===== src/rtl/hpx_pkg.sv =====
package hpx_pkg;
  // Direction of a transaction handed to the SMBus master engine.
  typedef enum logic {
    OP_WR = 1'b0,
    OP_RD = 1'b1
  } hpx_op_e;
endpackage


===== src/rtl/hpx_sync.sv =====
module hpx_sync #(
  parameter int STAGES = 2
) (
  input  logic clk,
  input  logic rst,
  input  logic din,
  output logic dout
);
  // Idle level of the active-low interrupt is high.
  logic [STAGES-1:0] sh_q;

  always_ff @(posedge clk) begin
    if (rst) sh_q <= '1;
    else     sh_q <= {sh_q[STAGES-2:0], din};
  end

  assign dout = sh_q[STAGES-1];
endmodule


===== src/rtl/hpx_sched.sv =====
module hpx_sched
  import hpx_pkg::*;
#(
  parameter int OUT_W     = 8,
  parameter int MAX_RETRY = 3
) (
  input  logic             clk,
  input  logic             rst,
  input  logic             cfg_done,
  input  logic             int_act,
  input  logic             wr_pend,
  input  logic [OUT_W-1:0] wr_val,
  input  logic             bus_done,
  input  logic             bus_nack,
  output logic             bus_req,
  output logic             bus_rnw,
  output logic [OUT_W-1:0] bus_wdata,
  output logic             ev_rd_ok,
  output logic             ev_wr_close,
  output logic             hp_err
);
  localparam int TRY_W = (MAX_RETRY < 1) ? 1 : $clog2(MAX_RETRY + 1);

  logic             started_q;
  logic             retry_q;
  logic             req_q;
  logic             err_q;
  hpx_op_e          op_q;
  logic [TRY_W-1:0] tries_q;
  logic [OUT_W-1:0] data_q;

  logic fin, give_up;

  assign fin     = req_q && bus_done;
  assign give_up = fin && bus_nack && (tries_q == TRY_W'(MAX_RETRY));

  always_ff @(posedge clk) begin
    if (rst) begin
      started_q <= 1'b0;
      retry_q   <= 1'b0;
      req_q     <= 1'b0;
      err_q     <= 1'b0;
      op_q      <= OP_WR;
      tries_q   <= '0;
      data_q    <= '0;
    end else begin
      started_q <= started_q | cfg_done;
      if (!req_q) begin
        if (started_q) begin
          // A pending retry repeats the same operation; then reads, then writes.
          if (retry_q) begin
            req_q   <= 1'b1;
            retry_q <= 1'b0;
          end else if (int_act) begin
            req_q   <= 1'b1;
            op_q    <= OP_RD;
            tries_q <= '0;
          end else if (wr_pend) begin
            req_q   <= 1'b1;
            op_q    <= OP_WR;
            data_q  <= wr_val;
            tries_q <= '0;
          end
        end
      end else if (bus_done) begin
        req_q <= 1'b0;
        if (bus_nack) begin
          if (give_up) begin
            err_q <= 1'b1;
          end else begin
            tries_q <= tries_q + 1'b1;
            retry_q <= 1'b1;
          end
        end
      end
    end
  end

  assign bus_req     = req_q;
  assign bus_rnw     = (op_q == OP_RD);
  assign bus_wdata   = data_q;
  assign hp_err      = err_q;
  assign ev_rd_ok    = fin && !bus_nack && (op_q == OP_RD);
  assign ev_wr_close = fin && (op_q == OP_WR) && (!bus_nack || give_up);

  // request fields stay put until the engine answers.
  assert_req_hold_R10: assert property (@(posedge clk) disable iff (rst)
    bus_req && !bus_done |=> bus_req && $stable(bus_rnw) && $stable(bus_wdata));

  // the request is released for a cycle after every completion.
  assert_req_gap_R8: assert property (@(posedge clk) disable iff (rst)
    bus_req && bus_done |=> !bus_req);

  // silent until configuration loading has been observed.
  assert_quiet_R1: assert property (@(posedge clk) disable iff (rst)
    !started_q |-> !bus_req);

  // the error flag only rises right after a NACKed completion.
  assert_err_cause_R9: assert property (@(posedge clk) disable iff (rst)
    $rose(hp_err) |-> $past(bus_done && bus_nack));

  // a fresh decision taken with the interrupt active is a read.
  assert_read_first_R5: assert property (@(posedge clk) disable iff (rst)
    $rose(bus_req) && $past(int_act) && !$past(retry_q) |-> bus_rnw);
endmodule


===== src/rtl/hpx_track.sv =====
module hpx_track #(
  parameter int                 OUT_W   = 8,
  parameter int                 IN_W    = 8,
  parameter logic [OUT_W-1:0]   OUT_RST = '0,
  parameter logic [IN_W-1:0]    IN_RST  = '0
) (
  input  logic             clk,
  input  logic             rst,
  input  logic [OUT_W-1:0] hp_out,
  input  logic             ev_wr_close,
  input  logic [OUT_W-1:0] close_data,
  input  logic             ev_rd_ok,
  input  logic [IN_W-1:0]  bus_rdata,
  output logic             wr_pend,
  output logic [OUT_W-1:0] wr_val,
  output logic [IN_W-1:0]  hp_in,
  output logic [IN_W-1:0]  hp_chg,
  output logic             hp_chg_vld
);
  logic [OUT_W-1:0] want_q;
  logic [OUT_W-1:0] sent_q;
  logic [IN_W-1:0]  in_q;
  logic [IN_W-1:0]  chg_q;
  logic             vld_q;

  always_ff @(posedge clk) begin
    if (rst) begin
      want_q <= OUT_RST;
      sent_q <= OUT_RST;
      in_q   <= IN_RST;
      chg_q  <= '0;
      vld_q  <= 1'b0;
    end else begin
      want_q <= hp_out;
      if (ev_wr_close) sent_q <= close_data;
      vld_q <= ev_rd_ok;
      if (ev_rd_ok) begin
        in_q  <= bus_rdata;
        chg_q <= in_q ^ bus_rdata;
      end
    end
  end

  // Comparing against the last delivered byte merges any number of changes.
  assign wr_pend    = (want_q != sent_q);
  assign wr_val     = want_q;
  assign hp_in      = in_q;
  assign hp_chg     = chg_q;
  assign hp_chg_vld = vld_q;

  // strobe lasts one cycle.
  assert_vld_pulse_R6: assert property (@(posedge clk) disable iff (rst)
    hp_chg_vld |=> !hp_chg_vld);

  // mask equals old state XOR new state.
  assert_chg_mask_R6: assert property (@(posedge clk) disable iff (rst)
    hp_chg_vld |-> hp_chg == (hp_in ^ $past(hp_in)));

  // input state only moves together with the strobe.
  assert_in_hold_R6: assert property (@(posedge clk) disable iff (rst)
    !hp_chg_vld |-> $stable(hp_in));
endmodule


===== src/rtl/hpx_ctrl.sv =====
module hpx_ctrl #(
  parameter int               OUT_W       = 8,
  parameter int               IN_W        = 8,
  parameter int               MAX_RETRY   = 3,
  parameter int               SYNC_STAGES = 2,
  parameter logic [OUT_W-1:0] OUT_RST     = '0,
  parameter logic [IN_W-1:0]  IN_RST      = '0
) (
  input  logic             clk,
  input  logic             rst,
  input  logic             cfg_done,
  input  logic [OUT_W-1:0] hp_out,
  input  logic             exp_int_n,
  output logic             bus_req,
  output logic             bus_rnw,
  output logic [OUT_W-1:0] bus_wdata,
  input  logic             bus_done,
  input  logic             bus_nack,
  input  logic [IN_W-1:0]  bus_rdata,
  output logic [IN_W-1:0]  hp_in,
  output logic [IN_W-1:0]  hp_chg,
  output logic             hp_chg_vld,
  output logic             hp_err
);
  logic             int_sync_n;
  logic             wr_pend;
  logic [OUT_W-1:0] wr_val;
  logic             ev_rd_ok;
  logic             ev_wr_close;

  hpx_sync #(.STAGES(SYNC_STAGES)) u_sync (
    .clk  (clk),
    .rst  (rst),
    .din  (exp_int_n),
    .dout (int_sync_n)
  );

  hpx_sched #(.OUT_W(OUT_W), .MAX_RETRY(MAX_RETRY)) u_sched (
    .clk         (clk),
    .rst         (rst),
    .cfg_done    (cfg_done),
    .int_act     (!int_sync_n),
    .wr_pend     (wr_pend),
    .wr_val      (wr_val),
    .bus_done    (bus_done),
    .bus_nack    (bus_nack),
    .bus_req     (bus_req),
    .bus_rnw     (bus_rnw),
    .bus_wdata   (bus_wdata),
    .ev_rd_ok    (ev_rd_ok),
    .ev_wr_close (ev_wr_close),
    .hp_err      (hp_err)
  );

  hpx_track #(.OUT_W(OUT_W), .IN_W(IN_W), .OUT_RST(OUT_RST), .IN_RST(IN_RST)) u_track (
    .clk         (clk),
    .rst         (rst),
    .hp_out      (hp_out),
    .ev_wr_close (ev_wr_close),
    .close_data  (bus_wdata),
    .ev_rd_ok    (ev_rd_ok),
    .bus_rdata   (bus_rdata),
    .wr_pend     (wr_pend),
    .wr_val      (wr_val),
    .hp_in       (hp_in),
    .hp_chg      (hp_chg),
    .hp_chg_vld  (hp_chg_vld)
  );

  // a newly raised write carries the output byte seen two cycles earlier.
  assert_wr_byte_R2: assert property (@(posedge clk) disable iff (rst)
    $rose(bus_req) && !bus_rnw && !$past(bus_req, 2) |-> bus_wdata == $past(hp_out, 2));
endmodule


===== config.mk =====
export PLATFORM = sky130hd
export DESIGN_NAME = hpx_ctrl
export DESIGN_NICKNAME = d
export VERILOG_FILES = /design/src/rtl/hpx_pkg.sv /design/src/rtl/hpx_sync.sv /design/src/rtl/hpx_sched.sv /design/src/rtl/hpx_track.sv /design/src/rtl/hpx_ctrl.sv
export SDC_FILE = /design/constraint.sdc
export NUM_CORES = 1
export LEC_CHECK = 0
export BUFFER_PORTS_ARGS = -buffer_cell sky130_fd_sc_hd__buf_4
export CORE_MARGIN = 1.5
export CORE_UTILIZATION = 45
export CTS_BUF_LIST = sky130_fd_sc_hd__clkbuf_2
export DETAILED_ROUTE_END_ITERATION = 6
export PLACE_DENSITY = 0.69
export SLEW_MARGIN = 20
export SYNTH_ARGS = -nofsm -noshare
export SYNTH_HDL_FRONTEND = slang
export SYNTH_SLANG_ARGS = --single-unit

===== constraint.sdc =====
create_clock -name clk -period 1.8 [get_ports clk]
set_clock_uncertainty 0.15 [all_clocks]
set_input_delay 0.27 -clock clk [delete_from_list [all_inputs] [get_ports clk]]
set_output_delay 0.27 -clock clk [all_outputs]
set_load 0.005 [all_outputs]

==> Word-level counts from Yosys, hierarchy flattened <==
Cells that the tools add are included.
{ "word_totals": {"register_bits": 50, "output_inout_bits": 28, "wordCells": 63} }
{ "op_classes": {"n_mux": 21, "bitwise": 5, "n_reduce_logical": 15, "eq_ne": 8, "addsub": 1} }
{ "op_table": {"columns": ["operator", "n"], "rows": [
  ["2-to-1 mux 2 bit", 8],
  ["2-to-1 mux 1 bit", 13],
  ["AND reduction 4 bit", 3],
  ["!= test 2 bit, second input constant", 4],
  ["!= test 8 bit", 1],
  ["bitwise XOR 8 bit", 1],
  ["logical AND 1 bit", 7],
  ["AND reduction 6 bit", 1],
  ["AND reduction 5 bit", 1],
  ["!= test 3 x 1 -> 1 bit, second input constant", 1],
  ["inverter 1 bit", 3],
  ["adder 2 x 1 -> 2 bit, second input constant", 1],
  ["equality test 2 bit, second input constant", 1],
  ["!= test 2 x 1 -> 1 bit, second input constant", 1],
  ["nonzero test 2 bit", 1],
  ["zero test 1 bit", 1],
  ["logical OR 1 bit", 1],
  ["OR 1 bit", 1]
]} }

==> Longest topological paths before layout <==
{ "logic_depth": {"depth_word": 7, "depth_mapped": 6, "mapped_depth_nobuf": 5} }

==> By module <==
From an unflattened synthesis, not the netlist that was laid out.
{ "hier_totals": {"cells_unflattened": 194, "area_unflattened_um2": 2063.2} }
{ "by_module_without_submodules": {"columns": ["module", "instances", "cells_per_inst", "area_each_um2"], "rows": [
  ["hpx_track", 1, 116, 1281.2],
  ["hpx_sched", 1, 73, 725.7],
  ["hpx_sync", 1, 4, 52.6],
  ["hpx_ctrl", 1, 1, 3.8]
]} }

==> Worst setup path after synthesis <==
Ideal clock, no wire load.
{ "synth_path": {"path_type": "register to register", "start": "register u_sched.tries_q[0]", "end": "register u_track.sent_q[0]", "synth_period_minus_slack_ns": 1.512, "path_stages_with_launch": 6, "slack_ns": 0.288, "t_arrival_ns": 1.234, "setup_time_ns": 0.128, "path_cell_list": "dfxtp_1 -> ha_1 -> nor2b_1 -> nor3_4 -> mux2i_1 -> nor2_1"} }
{ "synth_between": {"elab_chain_cells": 4} }
{ "synth_lines": {"columns": ["element", "line_no", "rtl"], "rows": [
  ["start, declared", "hpx_sched.sv:29", "logic [TRY_W-1:0] tries_q;"],
  ["start signal, assigned", "hpx_sched.sv:71", "tries_q <= tries_q + 1'b1;"],
  ["equality test 2 bit", "hpx_sched.sv:35", "assign give_up = fin && bus_nack && (tries_q == TRY_W'(MAX_RETRY));"],
  ["logical AND 1 bit", "hpx_sched.sv:35", null],
  ["logical OR 1 bit", "hpx_sched.sv:84", "assign ev_wr_close = fin && (op_q == OP_WR) && (!bus_nack || give_up);"],
  ["logical AND 1 bit", "hpx_sched.sv:84", null],
  ["end signal, assigned", "hpx_track.sv:35", "if (ev_wr_close) sent_q <= close_data;"],
  ["end, declared", "hpx_track.sv:21", "logic [OUT_W-1:0] sent_q;"]
]} }
No other way between the ends.
A chain may end at the register's enable or synchronous reset.

==> Worst setup path after layout <==
{ "layout_path": {"start": "input port bus_nack", "end": "register u_track.sent_q[1]"} }
{ "layout_between": {"elab_chain_cells": 4, "word_cells_on_any_way": 5, "classes_between": "reduce/logical: 5"} }
{ "layout_lines": {"columns": ["element", "line_no", "rtl"], "rows": [
  ["start, declared", "hpx_ctrl.sv:18", "input logic bus_nack,"],
  ["logical AND 1 bit (2 in series)", "hpx_sched.sv:35", null],
  ["logical OR 1 bit *", "hpx_sched.sv:84", null],
  ["logical AND 1 bit *", "hpx_sched.sv:84", null]
]} }
Every way passes the cells marked *; elsewhere a longest branch is shown, timed or not.

==> impl_metrics.env <==
export IMPL_post_cts_setup_buffer_count=0
export IMPL_post_route_min_period_ns=1.629
export IMPL_die_w_um=69.28
export IMPL_power_mw=1.765
export IMPL_hold_path_class="primary input to flip-flop"
export IMPL_gp_congestion=0.7695
export IMPL_drt_wl_total_um=3890
export IMPL_setup_worst_path_class="primary input to flip-flop"
export IMPL_status="finished clean"
export IMPL_cts_tree="yes"
export IMPL_peakVddDrop_mv=0.4549
export IMPL_io_pins=50
export IMPL_placed_cells=296
export IMPL_root_buffer="clkbuf_2"
export IMPL_rows=23
export IMPL_fmax_mhz=613.7
export IMPL_slew_headroom_pct=71.02
export IMPL_setup_viol=0
export IMPL_avgViaCountPerCell=4.784
export IMPL_synth_ff_type="dfxtp_1"
export IMPL_critPathMaxFanout=8
export IMPL_final_area_um2=2640
export IMPL_htree_levels=2
export IMPL_synth_seq_cells=50
export IMPL_tightest_slew_ns=0.4347
export IMPL_synth_edff_count=0
export IMPL_ys_seq_area_share_pct=50.63
export IMPL_synth_compound_area_share_pct=8.101
export IMPL_yosys_area_top_type="dfxtp_1"
export IMPL_cts_clk_slew_worst_paths_ns=0.21
export IMPL_grt_total_usage_pct=16.80
export IMPL_drc=0
export IMPL_synth_fa_ha_area_share_pct=0.6329
export IMPL_drv_cap=0
export IMPL_firstDrtPassIters=4
export IMPL_p_per_area_nw_per_um2=668.6
export IMPL_cp_arrival_ns=1.78
export IMPL_post_route_period_util_pct=90.52
export IMPL_yosysWarnings=0
export IMPL_drive_gt1_share_pct=24.45
export IMPL_maxSlewViolCount=0
export IMPL_hold_viol_final=0
export IMPL_setup_tns_ns=0
export IMPL_synth_mux_area_share_pct=8.608
export IMPL_layout_area_overhead_vs_synth_pct=33.54
export IMPL_cts_buffer_depth=2
export IMPL_cts_sinks=50
export IMPL_ant_nets=0
export IMPL_diodes=0
export IMPL_layout_nets=296
export IMPL_synth_xor_area_share_pct=7.089
export IMPL_final_util_pct=64.15
export IMPL_start_util_pct=48.04
export IMPL_cp_required_ns=1.96
export IMPL_clk_latency_ns=0.41
export IMPL_async_flop_share_pct=0
export IMPL_die_area_um2=4800
export IMPL_grt_pass1_vias=1425
export IMPL_setup_worst_path_end_class="flip-flop"
export IMPL_syn_inst=203
export IMPL_layout_cells_non_filler=324
export IMPL_grt_pass1_wl_um=6582
export IMPL_yosysTopAreaCellShare_pct=50.63
export IMPL_synth_simple_area_share_pct=21.84
export IMPL_fp_dieH_um=69.28
export IMPL_core_area_um2=4115
export IMPL_drtIter0Drc=84
export IMPL_placed_cell_area_um2=2396
export IMPL_grt_max_degree=43
export IMPL_vias=1550
export IMPL_cts_buffers=5
export IMPL_grt_antenna_before_repair=0
export IMPL_syn_area_um2=1977
export IMPL_wire_per_inst_um=12.01
export IMPL_syn_nets=226
export IMPL_dp_hpwl_um=2543
export IMPL_overflow=0
export IMPL_synth_top_family_by_area="simple AND/OR/NAND/NOR gates"
export IMPL_layout_commonest_cell="buf_4"
export IMPL_final_cell_mix="buf_4 (52), dfxtp_1 (50), nand2_1 (33)"
export IMPL_io_buffers=49
export IMPL_rsz0062_at_grt="no"
export IMPL_synth_area_leaders="dfxtp_1 (51%), mux2i_1 (8.6%), nand2_1 (6.3%)"
export IMPL_ys_types=32
export IMPL_leakage_nw=1.074
export IMPL_avgSynthCellArea_um2=9.738
export IMPL_critPathLaunchType="primary input"
-- sequential cells by signal, indices dropped and copies added, names as in the netlist --
register	count
u_sched.bus_req	1
u_sched.bus_rnw	1
u_sched.bus_wdata	8
u_sched.hp_err	1
u_sched.retry_q	1
u_sched.started_q	1
u_sched.tries_q	2
u_sync.sh_q	2
u_track.hp_chg	8
u_track.hp_chg_vld	1
u_track.hp_in	8
u_track.sent_q	8
u_track.wr_val	8
-- logic make-up (layout without fill, tap and decap cells) --
family / Yosys count / after routing
AND/OR/NAND/NOR: 82 / 82
adder cells (fa/ha/maj): 1 / 1
multiplexers: 17 / 17
buffers and inverters: 12 / 83
XOR/XNOR: 16 / 16
AO/OA/AOI/OAI: 25 / 25
flip-flops: 50 / 50
-- path summary, 6_finish.rpt --
check	startpoint	to	slack [ns]	cells after the start
worst max-delay path	bus_nack	u_track.sent_q[1]$_SDFFE_PP0P_	0.17	7
worst min-delay path	rst	u_track.sent_q[2]$_SDFFE_PP0P_	0.11	2
worst max register to register	u_sched.tries_q[0]$_SDFFE_PP0P_	u_track.sent_q[1]$_SDFFE_PP0P_	0.17	6
worst min register to register	u_sync.sh_q[0]$_SDFF_PP1_	u_sync.sh_q[1]$_SDFF_PP1_	0.29	1
-- power by group --
part / total, mW / switching, mW / internal (mW)
logic: 0.210 / 0.0919 / 0.118
clock network: 0.401 / 0.318 / 0.0831
registers: 1.15 / 0.0199 / 1.13
total: 1.77 / 0.429 / 1.34
-- layer usage --
| metal | wire length (um) | global-route usage, % | up-vias |
|---|---|---|---|
| met5 | 0 | 0 | - |
| met4 | 63 | 6.536 | 0 |
| met3 | 125 | 4.215 | 7 |
| met2 | 1830 | 27.03 | 26 |
| met1 | 1870 | 21.64 | 700 |
| li1 | - | - | 817 |
-- metrics by stage --
stage          worst slack [ns]  hold WS, ns
2_1_floorplan            0.2884       0.2238
3_3_place_gp             0.1217       0.2417
3_5_place_dp            0.06772       0.2447
4_1_cts                 0.01935      0.08494
5_1_grt                 0.06478      0.09903
6_report                 0.1706       0.1112
-- repair_timing --
item                                    in CTS  in global routing
gates resized for setup                      0                  1
hold buffers                                20                  0
endpoints found under the setup margin       0                  9
endpoints found under the hold margin       28                  0
-- worst max-delay path, stage by stage --
cell and delay, ns:
dlygate4sd3_1 0.54, buf_4 0.16, nor2b_1 0.15, nor3_4 0.14, buf_4 0.22, mux2i_1 0.23, nor2_1 0.05
-- cell usage after synthesis (2+ instances only) --
| master | instances |
|---|---|
| nor4_4 | 2 |
| a21oi_1 | 12 |
| xnor2_1 | 8 |
| nand2_1 | 33 |
| dfxtp_1 | 50 |
| clkbuf_1 | 6 |
| mux2i_1 | 17 |
| a211oi_1 | 8 |
| or2_2 | 2 |
| buf_4 | 2 |
| nand4_1 | 2 |
| xor2_1 | 8 |
| nand2b_1 | 2 |
| nor2_1 | 23 |
| nor2b_1 | 11 |
-- cell type report --
class / instances / area (um2)
clock buffers: 5 / 25.02
multi-input cells: 141 / 922.1
inverters: 2 / 7.507
fillers: 361 / 1475
well taps: 50 / 62.56
repair buffers: 73 / 610.6
clock inverters: 3 / 11.26
flip-flops and latches: 50 / 1001
Note: power is estimated with default switching activity, not from simulation.
